<file path="config.mk">
export PLATFORM = sky130hd
export DESIGN_NAME = spiDualRole
export DESIGN_NICKNAME = d
export VERILOG_FILES = /design/src/rtl/spiDualRolePkg.sv /design/src/rtl/spiDualRoleData.sv /design/src/rtl/spiDualRoleCtrl.sv /design/src/rtl/spiDualRole.sv
export SDC_FILE = /design/constraint.sdc
export NUM_CORES = 1
export LEC_CHECK = 0
export BUFFER_PORTS_ARGS = -buffer_cell sky130_fd_sc_hd__buf_2
export CAP_MARGIN = 20
export CORE_MARGIN = 5
export CORE_UTILIZATION = 60
export CTS_CLUSTER_SIZE = 30
export DETAILED_ROUTE_END_ITERATION = 8
export HOLD_SLACK_MARGIN = 0.1
export PLACE_DENSITY = 0.91
export SLEW_MARGIN = 0
export SYNTH_ARGS = -nofsm -noshare
export SYNTH_HDL_FRONTEND = slang
export SYNTH_SLANG_ARGS = --single-unit
</file>
<file path="constraint.sdc">
create_clock -name clk -period 7.1 [get_ports clk]
set_input_delay 1.775 -clock clk [delete_from_list [all_inputs] [get_ports clk]]
set_output_delay 1.775 -clock clk [all_outputs]
set_load 0.1 [all_outputs]
</file>
<file path="src/rtl/spiDualRolePkg.sv">
`timescale 1ns/1ps
package spiDualRolePkg;
  localparam logic [1:0] ADDR_CTRL = 2'd0;
  localparam logic [1:0] ADDR_STAT = 2'd1;
  localparam logic [1:0] ADDR_DATA = 2'd2;

  localparam int CB_IRQEN  = 0;
  localparam int CB_MASTER = 1;
  localparam int CB_CPOL   = 2;
  localparam int CB_CPHA   = 3;
  localparam int CB_RATE   = 4;

  localparam int SB_DONE = 0;
  localparam int SB_WCOL = 1;
  localparam int SB_MODF = 2;

  typedef struct packed {
    logic load;
    logic lead;
    logic trail;
    logic capture;
    logic clearRx;
  } spiStrobe_t;

  typedef struct packed {
    logic isMaster;
    logic cpol;
    logic cpha;
    logic irqEn;
    logic busy;
    logic ssActive;
    logic done;
    logic wcol;
    logic modf;
    logic dataWr;
  } ctlView_t;
endpackage

</file>
<file path="src/rtl/spiDualRoleData.sv">
`timescale 1ns/1ps
module spiDualRoleData
  import spiDualRolePkg::*;
#(
  parameter int DATA_W = 8
) (
  input  logic              clk,
  input  logic              rstN,
  input  spiStrobe_t        stb,
  input  logic              cpha,
  input  logic              dinBit,
  input  logic [DATA_W-1:0] wrData,
  output logic              doutBit,
  output logic [DATA_W-1:0] rxByte
);
  localparam int MSB = DATA_W - 1;

  logic [DATA_W-1:0] shReg;
  logic [DATA_W-1:0] shNext;
  logic              latchBit;
  logic              outBit;

  // phase 1 shifts the live input in on the trailing edge; phase 0 uses the bit held since the leading edge
  assign shNext  = cpha ? {shReg[MSB-1:0], dinBit} : {shReg[MSB-1:0], latchBit};
  assign doutBit = cpha ? outBit : shReg[MSB];

  always_ff @(posedge clk or negedge rstN) begin
    if (!rstN) begin
      shReg    <= '0;
      latchBit <= 1'b0;
      outBit   <= 1'b0;
      rxByte   <= '0;
    end else begin
      if (stb.load)       shReg <= wrData;
      else if (stb.trail) shReg <= shNext;

      if (stb.lead) begin
        if (cpha) outBit   <= shReg[MSB];
        else      latchBit <= dinBit;
      end

      if (stb.capture)      rxByte <= shNext;
      else if (stb.clearRx) rxByte <= '0;
    end
  end
endmodule

</file>
<file path="src/rtl/spiDualRoleCtrl.sv">
`timescale 1ns/1ps
module spiDualRoleCtrl
  import spiDualRolePkg::*;
#(
  parameter int DATA_W = 8,
  parameter int RATE_W = 3,
  parameter int CTRL_W = 4 + RATE_W
) (
  input  logic              clk,
  input  logic              rstN,
  input  logic              regWrEn,
  input  logic              regRdEn,
  input  logic [1:0]        regAddr,
  input  logic [CTRL_W-1:0] ctrlWrBits,
  output logic [DATA_W-1:0] regRdData,
  input  logic [DATA_W-1:0] rxByte,
  input  logic              sckIn,
  input  logic              ssN,
  output logic              sckOut,
  output logic              sckOe,
  output logic              mosiOe,
  output logic              misoOe,
  output logic              irq,
  output spiStrobe_t        stb,
  output ctlView_t          view
);
  localparam int HALF_W = (1 << RATE_W) - 1;
  localparam int CNT_W  = $clog2(DATA_W);
  localparam logic [CNT_W-1:0] LAST_BIT = CNT_W'(DATA_W - 1);

  logic              irqEn, isMaster, cpol, cpha;
  logic [RATE_W-1:0] rate;
  logic              doneF, wcolF, modfF, statusSeen;
  logic              busy, phase;
  logic [HALF_W-1:0] halfCnt, halfLim;
  logic [CNT_W-1:0]  bitCnt;
  logic              sckS1, sckS2, sckS3, ssS1, ssS2;

  logic wrCtrl, wrData, rdStat, rdData;
  logic ssActive, sckEdge, modeFaultNow, xferBusy, mTick, startM, lastBit;

  assign wrCtrl = regWrEn && (regAddr == ADDR_CTRL);
  assign wrData = regWrEn && (regAddr == ADDR_DATA);
  assign rdStat = regRdEn && (regAddr == ADDR_STAT);
  assign rdData = regRdEn && (regAddr == ADDR_DATA);

  assign ssActive     = !ssS2;
  assign sckEdge      = sckS2 ^ sckS3;
  assign modeFaultNow = isMaster && ssActive;
  assign xferBusy     = isMaster ? busy : ssActive;
  assign halfLim      = HALF_W'((32'd1 << rate) - 32'd1);
  assign mTick        = busy && (halfCnt == halfLim) && !modeFaultNow;
  assign lastBit      = (bitCnt == LAST_BIT);

  always_comb begin
    stb = '0;
    stb.load = wrData && !xferBusy;
    if (isMaster) begin
      stb.lead  = mTick && !phase;
      stb.trail = mTick && phase;
    end else begin
      stb.lead  = ssActive && sckEdge && (sckS2 != cpol);
      stb.trail = ssActive && sckEdge && (sckS2 == cpol);
    end
    stb.capture = stb.trail && lastBit;
    stb.clearRx = rdData && statusSeen;
  end

  assign startM = stb.load && isMaster && !modeFaultNow;

  always_ff @(posedge clk or negedge rstN) begin
    if (!rstN) begin
      sckS1 <= 1'b0; sckS2 <= 1'b0; sckS3 <= 1'b0;
      ssS1  <= 1'b1; ssS2  <= 1'b1;
    end else begin
      sckS1 <= sckIn; sckS2 <= sckS1; sckS3 <= sckS2;
      ssS1  <= ssN;   ssS2  <= ssS1;
    end
  end

  always_ff @(posedge clk or negedge rstN) begin
    if (!rstN) begin
      irqEn <= 1'b0; isMaster <= 1'b0; cpol <= 1'b0; cpha <= 1'b0; rate <= '0;
      busy <= 1'b0; phase <= 1'b0; halfCnt <= '0; bitCnt <= '0;
    end else begin
      if (wrCtrl) begin
        irqEn    <= ctrlWrBits[CB_IRQEN];
        isMaster <= ctrlWrBits[CB_MASTER];
        cpol     <= ctrlWrBits[CB_CPOL];
        cpha     <= ctrlWrBits[CB_CPHA];
        rate     <= ctrlWrBits[CB_RATE +: RATE_W];
      end

      if (startM) begin
        busy    <= 1'b1;
        halfCnt <= '0;
      end else if (busy) begin
        if (halfCnt == halfLim) begin
          halfCnt <= '0;
          phase   <= ~phase;
        end else begin
          halfCnt <= halfCnt + 1'b1;
        end
        if (stb.capture) busy <= 1'b0;
      end

      if (startM || (!isMaster && !ssActive)) bitCnt <= '0;
      else if (stb.trail)                     bitCnt <= bitCnt + 1'b1;

      if (!isMaster) begin
        busy <= 1'b0; phase <= 1'b0; halfCnt <= '0;
      end

      if (modeFaultNow) begin
        isMaster <= 1'b0; busy <= 1'b0; phase <= 1'b0; halfCnt <= '0; bitCnt <= '0;
      end
    end
  end

  always_ff @(posedge clk or negedge rstN) begin
    if (!rstN) begin
      doneF <= 1'b0; wcolF <= 1'b0; modfF <= 1'b0; statusSeen <= 1'b0;
    end else begin
      if (rdData && statusSeen) begin
        doneF <= 1'b0;
        wcolF <= 1'b0;
      end
      if (wrCtrl && statusSeen) modfF <= 1'b0;
      if (stb.capture)          doneF <= 1'b1;
      if (wrData && xferBusy)   wcolF <= 1'b1;
      if (modeFaultNow)         modfF <= 1'b1;

      if (rdStat)                 statusSeen <= 1'b1;
      else if (rdData || wrCtrl)  statusSeen <= 1'b0;
    end
  end

  always_comb begin
    regRdData = '0;
    case (regAddr)
      ADDR_CTRL: begin
        regRdData[CB_IRQEN]            = irqEn;
        regRdData[CB_MASTER]           = isMaster;
        regRdData[CB_CPOL]             = cpol;
        regRdData[CB_CPHA]             = cpha;
        regRdData[CB_RATE +: RATE_W]   = rate;
      end
      ADDR_STAT: begin
        regRdData[SB_DONE] = doneF;
        regRdData[SB_WCOL] = wcolF;
        regRdData[SB_MODF] = modfF;
      end
      ADDR_DATA: regRdData = rxByte;
      default:   regRdData = '0;
    endcase
  end

  assign sckOut = cpol ^ phase;
  assign sckOe  = isMaster;
  assign mosiOe = isMaster;
  assign misoOe = !isMaster && ssActive;
  assign irq    = irqEn && (doneF || modfF);

  always_comb begin
    view.isMaster = isMaster;
    view.cpol     = cpol;
    view.cpha     = cpha;
    view.irqEn    = irqEn;
    view.busy     = xferBusy;
    view.ssActive = ssActive;
    view.done     = doneF;
    view.wcol     = wcolF;
    view.modf     = modfF;
    view.dataWr   = wrData;
  end
endmodule

</file>
<file path="src/rtl/spiDualRole.sv">
`timescale 1ns/1ps
module spiDualRole
  import spiDualRolePkg::*;
#(
  parameter int DATA_W = 8,
  parameter int RATE_W = 3
) (
  input  logic              clk,
  input  logic              rstN,
  input  logic              regWrEn,
  input  logic              regRdEn,
  input  logic [1:0]        regAddr,
  input  logic [DATA_W-1:0] regWrData,
  output logic [DATA_W-1:0] regRdData,
  output logic              irq,
  input  logic              sckIn,
  output logic              sckOut,
  output logic              sckOe,
  input  logic              mosiIn,
  output logic              mosiOut,
  output logic              mosiOe,
  input  logic              misoIn,
  output logic              misoOut,
  output logic              misoOe,
  input  logic              ssN
);
  localparam int CTRL_W = 4 + RATE_W;

  spiStrobe_t        stb;
  ctlView_t          view;
  logic              dinBit;
  logic              doutBit;
  logic [DATA_W-1:0] rxByte;

  assign dinBit  = view.isMaster ? misoIn : mosiIn;
  assign mosiOut = doutBit;
  assign misoOut = doutBit;

  spiDualRoleCtrl #(.DATA_W(DATA_W), .RATE_W(RATE_W), .CTRL_W(CTRL_W)) uCtrl (
    .clk(clk), .rstN(rstN),
    .regWrEn(regWrEn), .regRdEn(regRdEn), .regAddr(regAddr),
    .ctrlWrBits(regWrData[CTRL_W-1:0]), .regRdData(regRdData), .rxByte(rxByte),
    .sckIn(sckIn), .ssN(ssN),
    .sckOut(sckOut), .sckOe(sckOe), .mosiOe(mosiOe), .misoOe(misoOe), .irq(irq),
    .stb(stb), .view(view)
  );

  spiDualRoleData #(.DATA_W(DATA_W)) uData (
    .clk(clk), .rstN(rstN), .stb(stb), .cpha(view.cpha),
    .dinBit(dinBit), .wrData(regWrData), .doutBit(doutBit), .rxByte(rxByte)
  );
endmodule

</file>
==> metrics.md <==
| Metric | Value |
|---|---|
| Grt total ovfl | 0 |
| Layout cells sized above 1 | 20.9% |
| Final-layout fill cell count | roughly 300 |
| Antenna violations before repair | 0 |
| Initial core utilization | 62.9% |
| Final Setup Violations | 0 |
| Tmin final | between 4 and 5 ns |
| CTS tree | built |
| Top-area cell type share of the netlist area | 43.1% |
| DRT Pass-1 Iters | 7 |
| Residual DRC | 0 |
| Synth Instances | 260 |
| Postcts setup bufs | 0 |
| Site Rows | 23 |
| Hold Crit Class | flip-flop to flip-flop |
| Post-synth EDFFs | 0 |
| First DRT Iteration DRCs | 177 |
| Final #Nets | 308 |
| Setup Crit Path Kind | primary input to primary output |
| Core Area | 4060 um^2 |
| Die W | 75.2 um |
| Least-Margin Pin Slew | 0.820 ns |
| Post-cts resize count | 0 |
| Longest Clk Path Bufs | 2 |
| Core Util, Final | a little under 70% |
| Hold Crit Depth | 0 |
| Final Hold Viols | 0 |
| Final GP Congestion | 0.810 |
| Die area | 5660 um^2 |
| Synth top area cells | dfrtp_1 (43%), mux2i_1 (9.8%), nand2_1 (4.4%) |
| Clock-pin slew on the worst setup and hold paths | 0.08 ns |
| Worst Hold End | uCtrl.sckS2 |
| Vias in the first global route | 1924 |
| Number of hold buffers added after CTS | 0 |
| Fin crit share | around 70% |
| HP Start | uCtrl.sckS1 |
| R2R Setup Slk | ~3.8 ns |
| VDD IR max | between 200 and 300 uV |
| Worst r2r path cells | 8 |
| Final std cells w/o fill | 337 |
| P_leak | 0.00130 uW |
| Critical Path RT | 5.33 ns |
| Total CTS buffers | 5 |
| Avg Vias per Cell | about 5.9 |
| Wire length per cell | 15.2 um |
| Largest net degree at the start of global routing | 47 |
| Setup TNS Final | 0 ns |
| Mapped Area | approximately 2600 um^2 |
| CTS H-tree depth | 2 |
| Critical Path End Type | primary output |
| RR Startpoint | uCtrl.rate[2] |
| Peak Freq | between 0.2 and 0.25 GHz |
| Antenna-violating nets left | 0 |
| Via count | 1990 |
| Clock sink total | 46 |
| Setup crit start kind | primary input |
| Commonest non-fill, non-tap cell in the layout | dfrtp_1 |
| Commonest non-fill, non-tap cells in the layout | dfrtp_1 (44), buf_2 (32), nand2_1 (30) |
| Largest area contributor in the netlist | dfrtp_1 |
| Gr usage total | between 20% and 30% |
| Synth warnings | 0 |
| Die height | 75.2 um |
| Pwr/cell area | 285 nW/um^2 |
| Seq/Total Area, Yosys | between 40% and 50% |
| RSZ-0062 raised after global routing | no |
| Port buffer count | 32 |
| Number of diodes | 0 |
| Worst-Skew Late Latency | 0.30 ns |
| CP max FO | 11 |
| Flops & latches, synth | 46 |
| Top FF cell, synth | dfrtp_1 |
| Placed cells | 328 |
| Max transition margin | 45.3% |
| Num ports | 33 |
| Final Max Tran Viols | 0 |
| Root buffer cell | clkbuf_8 |
| Post-synth ARST share | between 90% and 100% |
| Area Overhead vs Synth | 9.75% |
| Post-Syn Area per Cell | 9.82 um^2 |
| Max cap viols | 0 |
| Reg2reg end | uData.shReg[0] |
| Skew final | between 0.006 and 0.007 ns |
| First-pass GRT wire length | about 8.9 mm |
| Final HPWL DP | 3.73 mm |
| WP data arrival | 3.08 ns |
| Synth cell types | about 50 |
| Post-Syn Nets | 282 |
| Total Wirelength | 5.12 mm |
| Outcome | finished clean |
-- cells in the mapped netlist (2+ instances only) --
library cell	n
nor2_1	20
nor2b_1	3
or3_1	2
nand2b_1	4
buf_4	3
and2_1	2
a31oi_1	5
mux2i_1	25
nand3_1	6
nor3b_1	3
xnor2_1	2
buf_2	4
xor2_1	2
and3_1	2
mux2_2	9
nor3_1	5
a22o_1	3
a21o_1	3
dfstp_2	2
ha_1	4
nand2_1	30
inv_1	14
o21ai_0	14
a21oi_1	17
dfrtp_1	44
o31ai_1	3
clkbuf_1	7
-- report_power, final --
part | switching (uW) | internal, uW | leakage, uW | total (uW)
logic | 199 | 82.5 | 0.000676 | 282
clock network | 85.1 | 78.6 | 0.0000482 | 164
registers | 49.2 | 306 | 0.000579 | 355
-- registers in the layout, indices dropped and copies added (netlist names), 3 cells and up --
register	flops
uCtrl.rate	3
uCtrl.halfCnt	7
uCtrl.bitCnt	3
uData.rxByte	8
uData.shReg	8
-- worst max path at each step --
stage	cells after the start	end	slack, ns	from
6_report	5	regRdData[2]	2.24	regAddr[1]
5_1_grt	5	regRdData[0]	2.15	regAddr[1]
4_1_cts	5	regRdData[2]	2.26	regAddr[1]
3_5_place_dp	5	regRdData[2]	2.26	regAddr[1]
3_3_place_gp	5	regRdData[0]	2.29	regAddr[1]
2_1_floorplan	3	regRdData[1]	1.02	regAddr[0]
-- through the flow --
| stage | power [uW] | area, um^2 | hold slack [ns] | worst slack, ns |
|---|---|---|---|---|
| 4_1_cts | 802 | 2780 | 0.359 | 2.26 |
| 3_3_place_gp | 628 | 2690 | 0.334 | 2.29 |
| 2_1_floorplan | 591 | 2550 | 0.331 | 1.02 |
| 3_5_place_dp | 639 | 2690 | 0.340 | 2.26 |
| 6_report | 800 | 2800 | 0.361 | 2.24 |
| 5_1_grt | 845 | 2800 | 0.374 | 2.15 |
-- routing by layer --
layer  global-route usage [%]  vias up  wire length, um
met4                     7.77        0               56
met5                        0        -                0
met3                     3.47        7              281
met2                     34.2       52             2560
li1                         -      961                -
met1                     28.1      970             2220
-- logic make-up after synthesis --
group / share of synthesized area, %
compound gates: 14.2
xor+xnor: 2.01
fa+ha+maj: 1.96
buf+inv: 5.98
flops: 45.2
mux: 13.8
simple gates: 16.9
-- cell type report --
type | instances | area [um^2] | area share [%]
multi-input combinational | 184 | 1250 | 44.5
sequential | 46 | 1150 | 41.2
timing repair buffer | 35 | 195 | 6.96
clock buffer | 7 | 86.3 | 3.08
tap | 50 | 62.6 | 2.23
inverter | 14 | 52.6 | 1.87
clock inverter | 1 | 5.00 | 0.179
-- critical path, cell delays in order --
cell and delay, ns:
buf_2 0.21, nor2b_1 0.40, nand2_1 0.09, o21ai_0 0.13, buf_2 0.48
Note: power is estimated with default switching activity, not from simulation.
